File: src/rtl/trc_pkg.sv
package trc_pkg;

    typedef enum logic [1:0] {
        ST_IDLE  = 2'd0,
        ST_ARMED = 2'd1,
        ST_POST  = 2'd2,
        ST_DONE  = 2'd3
    } cap_state_e;

    typedef enum logic {
        ACT_STOP  = 1'b0,
        ACT_START = 1'b1
    } trig_act_e;

    localparam int NSRC = 4;

    typedef struct packed {
        logic ext;
        logic evt;
        logic data;
        logic addr;
    } trig_hits_t;

    function automatic logic combine_hits(input trig_hits_t hits,
                                          input logic [NSRC-1:0] en,
                                          input logic all_mode);
        logic [NSRC-1:0] sel;
        sel = hits & en;
        if (en == '0)
            return 1'b0;
        if (all_mode)
            return sel == en;
        return |sel;
    endfunction

endpackage

File: src/rtl/trc_trigger.sv
module trc_trigger
    import trc_pkg::*;
#(
    parameter int ADDR_W = 16,
    parameter int DATA_W = 16,
    parameter int EVT_W  = 8
) (
    input  logic              clk,
    input  logic              rst,
    input  logic              clr,
    input  logic              active,
    input  logic              tr_valid,
    input  logic [ADDR_W-1:0] tr_addr,
    input  logic [DATA_W-1:0] tr_data,
    input  logic              tr_evt,
    input  logic              ext_trig,
    input  logic [ADDR_W-1:0] cfg_addr_lo,
    input  logic [ADDR_W-1:0] cfg_addr_hi,
    input  logic [DATA_W-1:0] cfg_data_val,
    input  logic [DATA_W-1:0] cfg_data_mask,
    input  logic [EVT_W-1:0]  cfg_evt_n,
    input  logic [NSRC-1:0]   cfg_src_en,
    input  logic              cfg_all,
    output logic              fire
);

    logic [EVT_W-1:0] evt_cnt;
    trig_hits_t       hits;

    always_comb begin
        hits.addr = (tr_addr >= cfg_addr_lo) && (tr_addr <= cfg_addr_hi);
        hits.data = ((tr_data ^ cfg_data_val) & cfg_data_mask) == '0;
        hits.evt  = tr_evt && (cfg_evt_n != '0) &&
                    ((evt_cnt + EVT_W'(1)) == cfg_evt_n);
        hits.ext  = ext_trig;
        fire      = active && tr_valid && combine_hits(hits, cfg_src_en, cfg_all);
    end

    // event ordinal counter, saturating
    always_ff @(posedge clk) begin
        if (rst || clr)
            evt_cnt <= '0;
        else if (active && tr_valid && tr_evt && (evt_cnt != '1))
            evt_cnt <= evt_cnt + EVT_W'(1);
    end

endmodule

File: src/rtl/trc_ctrl.sv
module trc_ctrl
    import trc_pkg::*;
#(
    parameter int DEPTH = 16,
    parameter int CW    = $clog2(DEPTH) + 1
) (
    input  logic          clk,
    input  logic          rst,
    input  logic          start,
    input  logic          stop,
    input  logic          tr_valid,
    input  logic          fire,
    input  logic          cfg_action,
    input  logic          cfg_stream,
    input  logic [CW-1:0] cfg_post,
    output cap_state_e    state,
    output logic          wr_en,
    output logic          triggered
);

    localparam logic [CW-1:0] MAX_POST = CW'(DEPTH - 1);

    trig_act_e     act;
    logic [CW-1:0] eff_post;
    logic [CW-1:0] remain;
    logic          endless;

    always_comb begin
        act = trig_act_e'(cfg_action);
        if (act == ACT_START)
            eff_post = MAX_POST;
        else if (cfg_post > MAX_POST)
            eff_post = MAX_POST;
        else
            eff_post = cfg_post;
        endless = cfg_stream && (act == ACT_START);
        wr_en = tr_valid && !start && !stop &&
                (((state == ST_ARMED) && ((act == ACT_STOP) || fire)) ||
                 (state == ST_POST));
    end

    always_ff @(posedge clk) begin
        if (rst) begin
            state     <= ST_IDLE;
            remain    <= '0;
            triggered <= 1'b0;
        end else if (start) begin
            state     <= ST_ARMED;
            remain    <= '0;
            triggered <= 1'b0;
        end else if (stop && ((state == ST_ARMED) || (state == ST_POST))) begin
            state <= ST_DONE;
        end else begin
            case (state)
                ST_ARMED: begin
                    if (tr_valid && fire) begin
                        triggered <= 1'b1;
                        if ((eff_post == '0) && !endless) begin
                            state <= ST_DONE;
                        end else begin
                            remain <= eff_post;
                            state  <= ST_POST;
                        end
                    end
                end
                ST_POST: begin
                    if (tr_valid && !endless) begin
                        if (remain <= CW'(1))
                            state <= ST_DONE;
                        remain <= remain - CW'(1);
                    end
                end
                default: ;
            endcase
        end
    end

endmodule

File: src/rtl/trc_store.sv
module trc_store #(
    parameter int DEPTH = 16,
    parameter int WW    = 32,
    parameter int IW    = $clog2(DEPTH),
    parameter int CW    = $clog2(DEPTH) + 1
) (
    input  logic          clk,
    input  logic          rst,
    input  logic          clr,
    input  logic          wr_en,
    input  logic          stream,
    input  logic [WW-1:0] wr_word,
    input  logic          rd_allow,
    input  logic          rd_en,
    output logic          st_valid,
    output logic [WW-1:0] st_word,
    output logic          rd_valid,
    output logic [WW-1:0] rd_word,
    output logic [CW-1:0] count
);

    logic [WW-1:0] mem [DEPTH];
    logic [IW-1:0] wptr;
    logic          wrapped;
    logic [CW-1:0] rd_cnt;
    logic [IW-1:0] oldest;
    logic [IW-1:0] rd_idx;
    logic          store;
    logic          take;

    always_comb begin
        store  = wr_en && !stream;
        count  = wrapped ? CW'(DEPTH) : {1'b0, wptr};
        oldest = wrapped ? wptr : '0;
        rd_idx = oldest + rd_cnt[IW-1:0];
        take   = rd_allow && rd_en && (rd_cnt < count);
    end

    always_ff @(posedge clk) begin
        if (store)
            mem[wptr] <= wr_word;
    end

    always_ff @(posedge clk) begin
        if (rst || clr) begin
            wptr    <= '0;
            wrapped <= 1'b0;
            rd_cnt  <= '0;
        end else begin
            if (store) begin
                wptr <= wptr + IW'(1);
                if (wptr == IW'(DEPTH - 1))
                    wrapped <= 1'b1;
            end
            if (take)
                rd_cnt <= rd_cnt + CW'(1);
        end
    end

    always_ff @(posedge clk) begin
        if (rst || clr) begin
            rd_valid <= 1'b0;
            rd_word  <= '0;
            st_valid <= 1'b0;
            st_word  <= '0;
        end else begin
            rd_valid <= take;
            if (take)
                rd_word <= mem[rd_idx];
            st_valid <= wr_en && stream;
            if (wr_en && stream)
                st_word <= wr_word;
        end
    end

endmodule

File: src/rtl/trace_capture.sv
module trace_capture
    import trc_pkg::*;
#(
    parameter int DEPTH  = 16,
    parameter int ADDR_W = 16,
    parameter int DATA_W = 16,
    parameter int EVT_W  = 8,
    parameter int CW     = $clog2(DEPTH) + 1
) (
    input  logic              clk,
    input  logic              rst,
    input  logic              start,
    input  logic              stop,
    input  logic              cfg_action,
    input  logic              cfg_stream,
    input  logic [CW-1:0]     cfg_post,
    input  logic [3:0]        cfg_src_en,
    input  logic              cfg_all,
    input  logic [ADDR_W-1:0] cfg_addr_lo,
    input  logic [ADDR_W-1:0] cfg_addr_hi,
    input  logic [DATA_W-1:0] cfg_data_val,
    input  logic [DATA_W-1:0] cfg_data_mask,
    input  logic [EVT_W-1:0]  cfg_evt_n,
    input  logic              tr_valid,
    input  logic [ADDR_W-1:0] tr_addr,
    input  logic [DATA_W-1:0] tr_data,
    input  logic              tr_evt,
    input  logic              ext_trig,
    input  logic              rd_en,
    output logic              rd_valid,
    output logic [ADDR_W-1:0] rd_addr,
    output logic [DATA_W-1:0] rd_data,
    output logic              st_valid,
    output logic [ADDR_W-1:0] st_addr,
    output logic [DATA_W-1:0] st_data,
    output logic              sts_armed,
    output logic              sts_triggered,
    output logic              sts_done,
    output logic [CW-1:0]     sts_count
);

    localparam int WW = ADDR_W + DATA_W;
    localparam int IW = $clog2(DEPTH);

    cap_state_e    state;
    logic          fire;
    logic          wr_en;
    logic          armed_now;
    logic [WW-1:0] rd_word;
    logic [WW-1:0] st_word;

    assign armed_now = (state == ST_ARMED);

    trc_trigger #(
        .ADDR_W (ADDR_W),
        .DATA_W (DATA_W),
        .EVT_W  (EVT_W)
    ) u_trig (
        .clk           (clk),
        .rst           (rst),
        .clr           (start),
        .active        (armed_now),
        .tr_valid      (tr_valid),
        .tr_addr       (tr_addr),
        .tr_data       (tr_data),
        .tr_evt        (tr_evt),
        .ext_trig      (ext_trig),
        .cfg_addr_lo   (cfg_addr_lo),
        .cfg_addr_hi   (cfg_addr_hi),
        .cfg_data_val  (cfg_data_val),
        .cfg_data_mask (cfg_data_mask),
        .cfg_evt_n     (cfg_evt_n),
        .cfg_src_en    (cfg_src_en),
        .cfg_all       (cfg_all),
        .fire          (fire)
    );

    trc_ctrl #(
        .DEPTH (DEPTH),
        .CW    (CW)
    ) u_ctrl (
        .clk        (clk),
        .rst        (rst),
        .start      (start),
        .stop       (stop),
        .tr_valid   (tr_valid),
        .fire       (fire),
        .cfg_action (cfg_action),
        .cfg_stream (cfg_stream),
        .cfg_post   (cfg_post),
        .state      (state),
        .wr_en      (wr_en),
        .triggered  (sts_triggered)
    );

    trc_store #(
        .DEPTH (DEPTH),
        .WW    (WW),
        .IW    (IW),
        .CW    (CW)
    ) u_store (
        .clk      (clk),
        .rst      (rst),
        .clr      (start),
        .wr_en    (wr_en),
        .stream   (cfg_stream),
        .wr_word  ({tr_addr, tr_data}),
        .rd_allow (state == ST_DONE),
        .rd_en    (rd_en),
        .st_valid (st_valid),
        .st_word  (st_word),
        .rd_valid (rd_valid),
        .rd_word  (rd_word),
        .count    (sts_count)
    );

    assign rd_addr   = rd_word[WW-1:DATA_W];
    assign rd_data   = rd_word[DATA_W-1:0];
    assign st_addr   = st_word[WW-1:DATA_W];
    assign st_data   = st_word[DATA_W-1:0];
    assign sts_armed = (state == ST_ARMED) || (state == ST_POST);
    assign sts_done  = (state == ST_DONE);

endmodule

File: config.mk
export PLATFORM = sky130hd
export DESIGN_NAME = trace_capture
export DESIGN_NICKNAME = d
export VERILOG_FILES = /design/src/rtl/trc_pkg.sv /design/src/rtl/trc_trigger.sv /design/src/rtl/trc_ctrl.sv /design/src/rtl/trc_store.sv /design/src/rtl/trace_capture.sv
export SDC_FILE = /design/constraint.sdc
export NUM_CORES = 1
export LEC_CHECK = 0
export ABC_CLOCK_PERIOD_IN_PS = 5150
export BUFFER_PORTS_ARGS = -buffer_cell sky130_fd_sc_hd__clkbuf_2
export CORE_UTILIZATION = 50
export DETAILED_ROUTE_END_ITERATION = 12
export PLACE_DENSITY = 0.68
export SYNTH_ARGS = -nofsm -noshare
export SYNTH_HDL_FRONTEND = slang
export SYNTH_SLANG_ARGS = --single-unit
File: constraint.sdc
create_clock -name clk -period 5.15 [get_ports clk]
set_input_delay 0.515 -clock clk [delete_from_list [all_inputs] [get_ports clk]]
set_output_delay 0.515 -clock clk [all_outputs]
set_load 0.02 [all_outputs]
Yosys cells after proc, flatten, opt, wreduce, memory -nomap -nowiden
Memories as Yosys holds them, arrays and structs flattened. A register that Yosys moved wholly into a read port is not among the register bits.
Cells that the tools add are included.
{"block": "totals", "regBits": 60, "ramBits": 512, "word_cells": 109, "memories": 1}
{"block": "classes", "add_sub_neg": 5, "magnitude_cmp": 5, "eq_ne": 16, "mux": 24, "bitwise_logic": 5, "reduce_logical": 42}
{"name": "u_store.mem", "depth": 16, "width": 32, "read_ports": 1, "rd_ports_with_merged_regs": 1, "write_ports": 1, "line_no": "trc_store.sv:22", "rtl": "logic [WW-1:0] mem [DEPTH];"}
{"operator": "2-to-1 mux 5 bit", "n": 6}
{"operator": "logical AND 1 bit", "n": 20}
{"operator": "AND 16 bit", "n": 1}
{"operator": ">= comparator 16 bit", "n": 1}
{"operator": "less-or-equal comparator 16 bit", "n": 1}
{"operator": "zero test 16 bit", "n": 1}
{"operator": "bitwise XOR 16 bit", "n": 1}
{"operator": "inequality test 4 x 2 -> 1 bit (second input constant)", "n": 3}
{"operator": "2-to-1 mux 1 bit", "n": 11}
{"operator": "case mux 5 bit (2 select lines)", "n": 1}
{"operator": "inequality test 3 x 1 -> 1 bit (second input constant)", "n": 3}
{"operator": "adder 8 x 1 -> 8 bit (second input constant)", "n": 1}
{"operator": "equality test 8 bit", "n": 1}
{"operator": "2-to-1 mux 2 bit", "n": 4}
{"operator": "inequality test 8 bit (second input constant)", "n": 1}
{"operator": "AND reduction 4 bit", "n": 2}
{"operator": "nonzero test 8 bit", "n": 1}
{"operator": "adder 5 x 1 -> 5 bit (second input constant)", "n": 1}
{"operator": "> comparator 5 x 4 -> 1 bit (second input constant)", "n": 1}
{"operator": "less-or-equal comparator 5 x 1 -> 1 bit (second input constant)", "n": 1}
{"operator": "zero test 5 bit", "n": 1}
{"operator": "less-than comparator 5 bit", "n": 1}
{"operator": "AND reduction 5 bit", "n": 1}
{"operator": "subtractor 5 x 1 -> 5 bit (second input constant)", "n": 1}
{"operator": "22 further kinds", "n": 31}

Longest topological paths before layout
Gate-level depths: netlist of run 1.
{"block": "logic_depth", "depth_word": 16, "ltp_mapped": 13, "ltp_nobuf": 11}

Hierarchy
From an unflattened synthesis of run 1, not the netlist that was laid out.
{"block": "hier_totals", "hier_cells": 1616, "hier_area_um2": 24908.9}
{"module": "trc_store", "instances": 1, "cells_per_inst": 1319, "area_each_um2": 22580.4}
{"module": "trc_trigger", "instances": 1, "cells_per_inst": 217, "area_each_um2": 1684.1}
{"module": "trc_ctrl", "instances": 1, "cells_per_inst": 76, "area_each_um2": 611.8}
{"module": "trace_capture", "instances": 1, "cells_per_inst": 4, "area_each_um2": 32.5}

Worst setup path after synthesis of run 1
Ideal clock, no wire load.
{"block": "synth_timing", "kind": "input-to-reg", "startpoint": "input port cfg_addr_hi[5]", "endpoint": "memory u_store.mem[15][0] (enable)", "setup_ps": 392, "arrival_time_ps": 3424, "required_ps": 4758, "setup_slack_ps": 1333, "cell_stages": 13, "path_buffers": 2, "path_cell_list": "inv_1 ha_1 a211oi_1 nor2_1 a221o_1 o21ai_0 a31oi_1 o31ai_4 a21boi_2 buf_6 nor2_4 buf_2 and3_1"}
{"block": "synth_between", "elab_chain_cells": 15, "elab_cells_between_ends": 16}
{"item": "start: declaration", "line_no": "trace_capture.sv:20", "rtl": "input logic [ADDR_W-1:0] cfg_addr_hi,"}
{"item": "less-or-equal comparator 16 bit (*)", "line_no": "trc_trigger.sv:31", "rtl": "hits.addr = (tr_addr >= cfg_addr_lo) && (tr_addr <= cfg_addr_hi);"}
{"item": "logical AND 1 bit (*)", "line_no": "trc_trigger.sv:31"}
{"item": "AND 4 bit (*)", "line_no": "trc_pkg.sv:28", "rtl": "sel = hits & en;"}
{"item": "equality test 4 bit", "line_no": "trc_pkg.sv:32", "rtl": "return sel == en;"}
{"item": "2-to-1 mux 1 bit", "line_no": "trc_pkg.sv:31", "rtl": "if (all_mode)"}
{"item": "2-to-1 mux 1 bit (*)", "line_no": "trc_pkg.sv:33", "rtl": "return |sel;"}
{"item": "2-to-1 mux 1 bit (*)", "line_no": "trc_pkg.sv:31"}
{"item": "logical AND 1 bit (*)", "line_no": "trc_trigger.sv:36", "rtl": "fire = active && tr_valid && combine_hits(hits, cfg_src_en, cfg_all);"}
{"item": "logical OR 1 bit (*)", "line_no": "trc_ctrl.sv:38", "rtl": "(((state == ST_ARMED) && ((act == ACT_STOP) || fire)) ||"}
{"item": "logical AND 1 bit (*)", "line_no": "trc_ctrl.sv:38"}
{"item": "logical OR 1 bit (*)", "line_no": "trc_ctrl.sv:38"}
{"item": "logical AND 1 bit (*)", "line_no": "trc_ctrl.sv:37", "rtl": "wr_en = tr_valid && !start && !stop &&"}
{"item": "logical AND 1 bit (*)", "line_no": "trc_store.sv:32", "rtl": "store = wr_en && !stream;"}
{"item": "2-to-1 mux 1 bit (*)", "line_no": "trc_store.sv:40", "rtl": "if (store)"}
{"item": "2-to-1 mux 1 bit (not written as such) (*)", "line_no": "trc_store.sv:41", "rtl": "mem[wptr] <= wr_word;"}
{"item": "end: declaration", "line_no": "trc_store.sv:22"}
Mark *: on every way between the ends. The rest lies on a longest branch, timed or not.

Worst setup path after layout of run 1
{"block": "layout_timing", "startpoint": "input port tr_data[15]", "endpoint": "memory u_store.mem[8][26] (enable)"}
{"block": "layout_between", "elab_chain_cells": 16, "elab_cells_between_ends": 17}
{"item": "start: declaration", "line_no": "trace_capture.sv:26", "rtl": "input logic [DATA_W-1:0] tr_data,"}
{"item": "bitwise XOR 16 bit (*)", "line_no": "trc_trigger.sv:32", "rtl": "hits.data = ((tr_data ^ cfg_data_val) & cfg_data_mask) == '0;"}
{"item": "AND 16 bit (*)", "line_no": "trc_trigger.sv:32"}
{"item": "zero test 16 bit (*)", "line_no": "trc_trigger.sv:32"}
{"item": "AND 4 bit (*)", "line_no": "trc_pkg.sv:28"}
{"item": "equality test 4 bit", "line_no": "trc_pkg.sv:32"}
{"item": "2-to-1 mux 1 bit", "line_no": "trc_pkg.sv:31"}
{"item": "2-to-1 mux 1 bit (*)", "line_no": "trc_pkg.sv:33"}
{"item": "2-to-1 mux 1 bit (*)", "line_no": "trc_pkg.sv:31"}
{"item": "logical AND 1 bit (*)", "line_no": "trc_trigger.sv:36"}
{"item": "logical OR 1 bit (*)", "line_no": "trc_ctrl.sv:38"}
{"item": "logical AND 1 bit (*)", "line_no": "trc_ctrl.sv:38"}
{"item": "logical OR 1 bit (*)", "line_no": "trc_ctrl.sv:38"}
{"item": "logical AND 1 bit (*)", "line_no": "trc_ctrl.sv:37"}
{"item": "logical AND 1 bit (*)", "line_no": "trc_store.sv:32"}
{"item": "2-to-1 mux 1 bit (*)", "line_no": "trc_store.sv:40"}
{"item": "2-to-1 mux 1 bit (not written as such) (*)", "line_no": "trc_store.sv:41"}
Marked as above.

==> results.yml, run 1 <==
finish:
  layout-drive-gt1-share_pct: 27.3
  final_nets: 1933
  area_growth_pct: 16.6
  num_antenna_cells: 0
global_routing:
  overflow: 0
  grt_usage_pct: 23.5
  antenna_found_initial: 2
  grt_pass1_wl_um: 87700
  grt_pass1_vias: 14400
  grt_max_degree: 71
yosys:
  yosysSeqAreaShare_pct: 69.4
  synth_warnings: 0
  synth_nets: 1702
  synth.avg_cell_area_um2: 16.3
  yosys.area.top_type: "edfxtp_1"
  ys_ff_latch: 604
  synth_most_common_cell: "edfxtp_1"
  synthTopCellsByCount: "edfxtp_1, mux4_2, nand2_1, dfxtp_1, a21oi_1"
  synth_async_sr_flop_share_pct: 0
  synth_edf_count: 512
  synth_top_area_share_pct: 61.9
  mappedNetlistArea_um2: 24800
  yosys-top-cells-area: "edfxtp_1, mux4_2, dfxtp_1, ha_1, a21oi_1"
  syn_inst: 1527
  synth_cell_type_count: 58
  synthFlopType: "edfxtp_1"
timing:
  rsz0062_at_grt: "no"
  max_freq_ghz: 0.253
  post-route-period-util_pct: 76.7
  hold_viol_final: 0
  relSlewSlack_pct: 33.6
  setup_slack_ns: 1.20
  fin_skew_ns: 0.0139
  maxSlewViolCount: 0
  fin_crit_ns: 3.95
  worst_slew_pin_slew_ns: 0.996
  finalSetupTns_ns: 0
  setup_viol: 0
setup_path:
  arrival_ns: 4.28
  reg2reg_from: "u_store.wrapped"
  endpoint_kind: "register"
  rrSetupSlack_ns: 1.25
  slowest_stage: "o21ai_0"
  required_ns: 5.48
  reg2reg_depth: 12
  r2r_end: "u_store.rd_word[25]"
  path_buf_inv: 3
  cp-start-kind: "input pin"
  critPathKind: "input pin to register"
  cpLargestDelayFamily: "compound AO/OA/AOI/OAI gates"
  critPathMaxFanout: 18
  cpPeakStageDelay_ns: 0.54
  crit_path_cell_trace: "clkbuf_2 > xor2_1 > a22oi_1 > nand4_1 > buf_4 > o21ai_0 > o21ai_0 > o31ai_4 > a21boi_4 > nor2_4 > and3_2 > buf_4"
place:
  place.port_buffers: 197
  dpl_worst_slack_ns: 0.700
  dp_hpwl_um: 36000
  routabilityCongestion: 0.812
floorplan:
  start_util_pct: 50.7
  rows: 81
  die_y_um: 225
  num_io_pins: 198
  die-area_um2: 50500
  core_um2: 49000
  die_w_um: 225
cts:
  postCtsHoldBufs: 0
  cts_resized: 0
  cts_made_buffers: 59
  cts.path.max_buffers: 3
  clock_latency_ns: 0.63
  cts-root-buf: "clkbuf_16"
  cts_sinks: 604
  h-tree-depth: 2
  post_cts_buffers: 0
  clk_pin_slew_ns: 0.06
  cts_tree: "done"
power_and_ir_drop:
  ir_worst_vdd_mv: 0.258
  power_per_cell_area_nw_per_um2: 344
  leakage_nw: 9.96
drt:
  avgViaCountPerCell: 5.90
  finalWirelength_um: 58500
  first_iter_violations: 1090
  wire_per_inst_um: 23.7
  firstDrtPassIters: 6
  drcViolationCount: 0
  antenna_left: 0
  dr_total_vias: 14600
worst_hold_path:
  hold_depth: 2
  worstHoldEndpoint: "u_ctrl.state[0]"
  min-delay-start: "rst"
  hold_class: "input pin to register"
status:
  status: "complete, no violations"
run:
  max_cap_violations: 0
## power breakdown
group,internal [mW],switching [mW]
clock,2.48,1.81
sequential,5.30,0.00545
combinational,0.112,0.257
total,7.89,2.07
## worst max-delay path by stage
stage                               start                  end  slack [ns]  depth (start not counted)
final                         tr_data[15]   u_store.mem[8][26]        1.20                         12
after global routing      u_store.wrapped  u_store.rd_word[16]        0.99                         11
after CTS                 u_store.wrapped  u_store.rd_word[25]        1.20                         12
after detailed placement      tr_data[15]   u_store.mem[8][28]        0.70                         12
after global placement        tr_data[15]   u_store.mem[8][26]        0.74                         12
after floorplan            cfg_addr_hi[5]   u_store.mem[15][0]        1.33                         13
## cell type report
| type | instances | area (um2) |
|---|---|---|
| fill | 3629 | 20000 |
| clock buffer | 79 | 1590 |
| timing repair buffer | 251 | 1620 |
| clock inverter | 33 | 344 |
| tap | 664 | 831 |
| sequential | 604 | 17200 |
| inverter | 54 | 203 |
| multi-input combinational | 788 | 7140 |
## cells in the final DEF (no fill, tap or decap), types with 3 or more instances in the layout
master and n:
nor4_1 6, nand2b_1 3, a211oi_1 35, buf_4 36
bufinv_16 6, nor3_1 14, o21ai_0 52, mux4_2 128
nor2_1 71, nand2_1 95, nand4_1 11, a22oi_1 9
a21oi_1 87, xor2_1 24, and3_1 5, dfxtp_1 92
a311oi_1 33, a31oi_1 4, nand3_1 38, or3_1 4
xnor2_1 13, clkbuf_16 59, clkbuf_1 16, nor2b_1 6
clkinv_2 6, and2_1 36, inv_1 54, clkinv_1 15
o31a_1 5, mux2i_1 3, clkbuf_8 4, clkbuf_2 197
ha_1 49, edfxtp_1 512, buf_12 18, and3_2 16
## logic make-up (layout without fill, tap and decap cells)
kind of cell	count (synthesis)	in the layout	synth area share, %
XOR/XNOR	40	40	1.41
AND/OR/NAND/NOR	318	318	6.23
buffers and inverters	135	417	2.23
adder cells (fa/ha/maj)	51	51	2.60
AO/OA/AOI/OAI	248	248	6.44
flip-flops	604	604	69.4
multiplexers	131	131	11.7
## metal layers
metal  global-route usage (%)  wire [um]  up-vias
met1                     31.6      24000     7449
met5                        0         10        -
met2                     39.6      29300      578
met3                     3.79       3960       88
li1                         -          -     6486
met4                     7.13       1270        2
## through the flow
step / cells / instance area, um2 / hold slack, ns / power [mW] / utilization [%]
after CTS: 2473 / 28900 / 0.102 / 10.0 / 59.1
final: 2473 / 28900 / 0.131 / 9.96 / 59.1
after floorplan: 1527 / 24800 / 0.446 / 5.58 / -
after detailed placement: 2361 / 27000 / 0.467 / 5.78 / 55.2
after global routing: 2473 / 28900 / 0.119 / 10.2 / 59.1
after global placement: 2361 / 27000 / 0.459 / 5.77 / 55.2
## registers in the layout, indices dropped and copies added (netlist names)
register	count
u_store.mem	512
u_store.wrapped	1
u_store.wptr	4
u_ctrl.triggered	1
u_store.rd_valid	1
u_ctrl.state	2
u_store.st_word	32
u_store.rd_cnt	5
u_store.rd_word	32
u_store.st_valid	1
u_trig.evt_cnt	8
u_ctrl.remain	5
Note: power is estimated with default switching activity, not from simulation.
==> run 2, diff against run 1 <==
--- a/config.mk
+++ b/config.mk
@@ -5,7 +5,7 @@
 export SDC_FILE = /design/constraint.sdc
 export NUM_CORES = 1
 export LEC_CHECK = 0
-export ABC_CLOCK_PERIOD_IN_PS = 5150
+export ABC_CLOCK_PERIOD_IN_PS = 4100
 export BUFFER_PORTS_ARGS = -buffer_cell sky130_fd_sc_hd__clkbuf_2
 export CORE_UTILIZATION = 50
 export DETAILED_ROUTE_END_ITERATION = 12
==> constraint.sdc (replaced) <==
create_clock -name clk -period 4.1 [get_ports clk]
set_input_delay 0.41 -clock clk [delete_from_list [all_inputs] [get_ports clk]]
set_output_delay 0.41 -clock clk [all_outputs]
set_load 0.02 [all_outputs]
==> results.yml, run 2 (same netlist as run 1, synthesis figures left out) <==
finish:
  fin_util_pct: 60.4
  layout-drive-gt1-share_pct: 29.6
  largest_reg_flops: 512
  final_nets: 1994
  final_cell_area_um2: 29600
  top_regs: "u_store.mem (512), u_store.rd_word (32), u_store.st_word (32)"
  fill_cells: 3583
  layout_common_cells: "edfxtp_1, clkbuf_2, mux4_2"
  mostFrequentLayoutCell: "edfxtp_1"
  area_growth_pct: 19.1
  largest-register: "u_store.mem"
  num_antenna_cells: 0
drt:
  finalWirelength_um: 62900
  antenna_left: 0
  drcViolationCount: 0
  avgViaCountPerCell: 5.84
  firstDrtPassIters: 5
  dr_total_vias: 14800
  first_iter_violations: 1357
  wire_per_inst_um: 24.9
timing:
  rsz0062_at_grt: "no"
  post-route-period-util_pct: 89.0
  fin_skew_ns: 0.0119
  fin_crit_ns: 3.65
  maxSlewViolCount: 0
  relSlewSlack_pct: 25.6
  max_freq_ghz: 0.274
  setup_slack_ns: 0.451
  setup_viol: 0
  worst_slew_pin_slew_ns: 1.11
  hold_viol_final: 0
  finalSetupTns_ns: 0
setup_path:
  reg2reg_from: "u_store.wrapped"
  rrSetupSlack_ns: 0.45
  cpLargestDelayFamily: "adder cells"
  slowest_stage: "fa_4"
  path_buf_inv: 4
  cpPeakStageDelay_ns: 0.84
  reg2reg_depth: 12
  critPathKind: "register to register"
  crit_path_cell_trace: "inv_1 > nor2_1 > ha_4 > inv_1 > fa_4 > buf_12 > buf_4 > mux4_2 > nand2_1 > a311oi_1 > a21oi_1 > nor2_1"
  endpoint_kind: "register"
  critPathMaxFanout: 38
  r2r_end: "u_store.rd_word[17]"
  cp-start-kind: "register"
  required_ns: 4.63
  arrival_ns: 4.18
worst_hold_path:
  hold_class: "input pin to register"
  hold_depth: 1
  min-delay-start: "tr_addr[3]"
  worstHoldEndpoint: "u_store.mem[10][19]"
cts:
  cts.path.max_buffers: 3
  postCtsHoldBufs: 1
  clock_latency_ns: 0.60
  clk_pin_slew_ns: 0.06
  cts_tree: "done"
  h-tree-depth: 2
  post_cts_buffers: 0
  cts-root-buf: "clkbuf_16"
  cts_resized: 0
  cts_sinks: 604
  cts_made_buffers: 57
global_routing:
  antenna_found_initial: 2
  grt_pass1_vias: 15100
  grt_max_degree: 52
  overflow: 0
  grt_usage_pct: 25.3
  grt_pass1_wl_um: 93500
power_and_ir_drop:
  ir_worst_vdd_mv: 0.296
  leakage_nw: 10.3
  power_per_cell_area_nw_per_um2: 423
place:
  dp_hpwl_um: 42300
  dpl_worst_slack_ns: 0.150
  place.port_buffers: 197
  placedInstanceArea_um2: 27700
  routabilityCongestion: 0.835
run:
  max_cap_violations: 0
floorplan:
  rows: 81
  die-area_um2: 50500
  start_util_pct: 50.7
  core_um2: 49000
  num_io_pins: 198
  die_y_um: 225
  die_w_um: 225
status:
  status: "complete, no violations"
==> run 2: cell count changes in the layout (fill, tap and decap cells not counted), sizes merged <==
| cell | before | now |
|---|---|---|
| bufinv | 6 | 8 |
| dlygate4sd3 | 0 | 1 |
| clkinv | 24 | 16 |
| buf | 54 | 116 |
| inv | 56 | 54 |
==> run 2: worst max path at each step <==
stage	slack [ns]	cells after the start	endpoint	startpoint
after floorplan	0.39	13	u_store.mem[15][0]	cfg_addr_hi[5]
after global placement	0.14	14	u_store.mem[7][9]	cfg_addr_hi[5]
after detailed placement	0.15	14	u_store.mem[7][10]	cfg_addr_hi[5]
after CTS	0.46	12	u_store.rd_word[29]	u_store.wrapped
after global routing	0.32	11	u_store.mem[6][15]	u_trig.evt_cnt[0]
final	0.45	12	u_store.rd_word[17]	u_store.wrapped
==> run 2: through the flow <==
step / total power [mW] / instances / hold slack [ns]
6_report: 12.5 / 2528 / 0.143
3_5_place_dp: 7.32 / 2423 / 0.469
3_3_place_gp: 7.31 / 2423 / 0.456
4_1_cts: 12.6 / 2528 / 0.112
2_1_floorplan: 7.01 / 1527 / 0.446
5_1_grt: 12.8 / 2528 / 0.127
==> run 2: layout make-up <==
cell class,count,area (um2),area share [%]
sequential,604,17200,58.2
clock buffer,79,1550,5.24
tap,664,831,2.81
clock inverter,25,317,1.07
inverter,54,203,0.686
multi-input combinational,788,7140,24.2
timing repair buffer,314,2300,7.80
==> run 2: power breakdown <==
part / internal, mW / total [mW] / leakage, nW / switching, mW
combinational: 0.175 / 0.521 / 4.03 / 0.347
clock: 3.13 / 5.32 / 0.907 / 2.20
sequential: 6.66 / 6.67 / 5.34 / 0.00731
total: 9.96 / 12.5 / 10.3 / 2.55
==> run 2: routing by layer <==
metal	up-vias	part of all wire, %	global-route usage [%]
met5	-	0.070	0
met4	6	3.4	9.61
met3	113	5.2	3.32
met2	547	53	45.1
met1	7518	39	31.5
li1	6582	-	-
==> run 2: worst register-to-register path, stage by stage, from the launching register on <==
cell	delay, ns
dfxtp_1	0.41
inv_1	0.14
nor2_1	0.21
ha_4	0.16
inv_1	0.05
fa_4	0.84
buf_12	0.25
buf_4	0.32
mux4_2	0.22
nand2_1	0.08
a311oi_1	0.72
a21oi_1	0.08
nor2_1	0.11
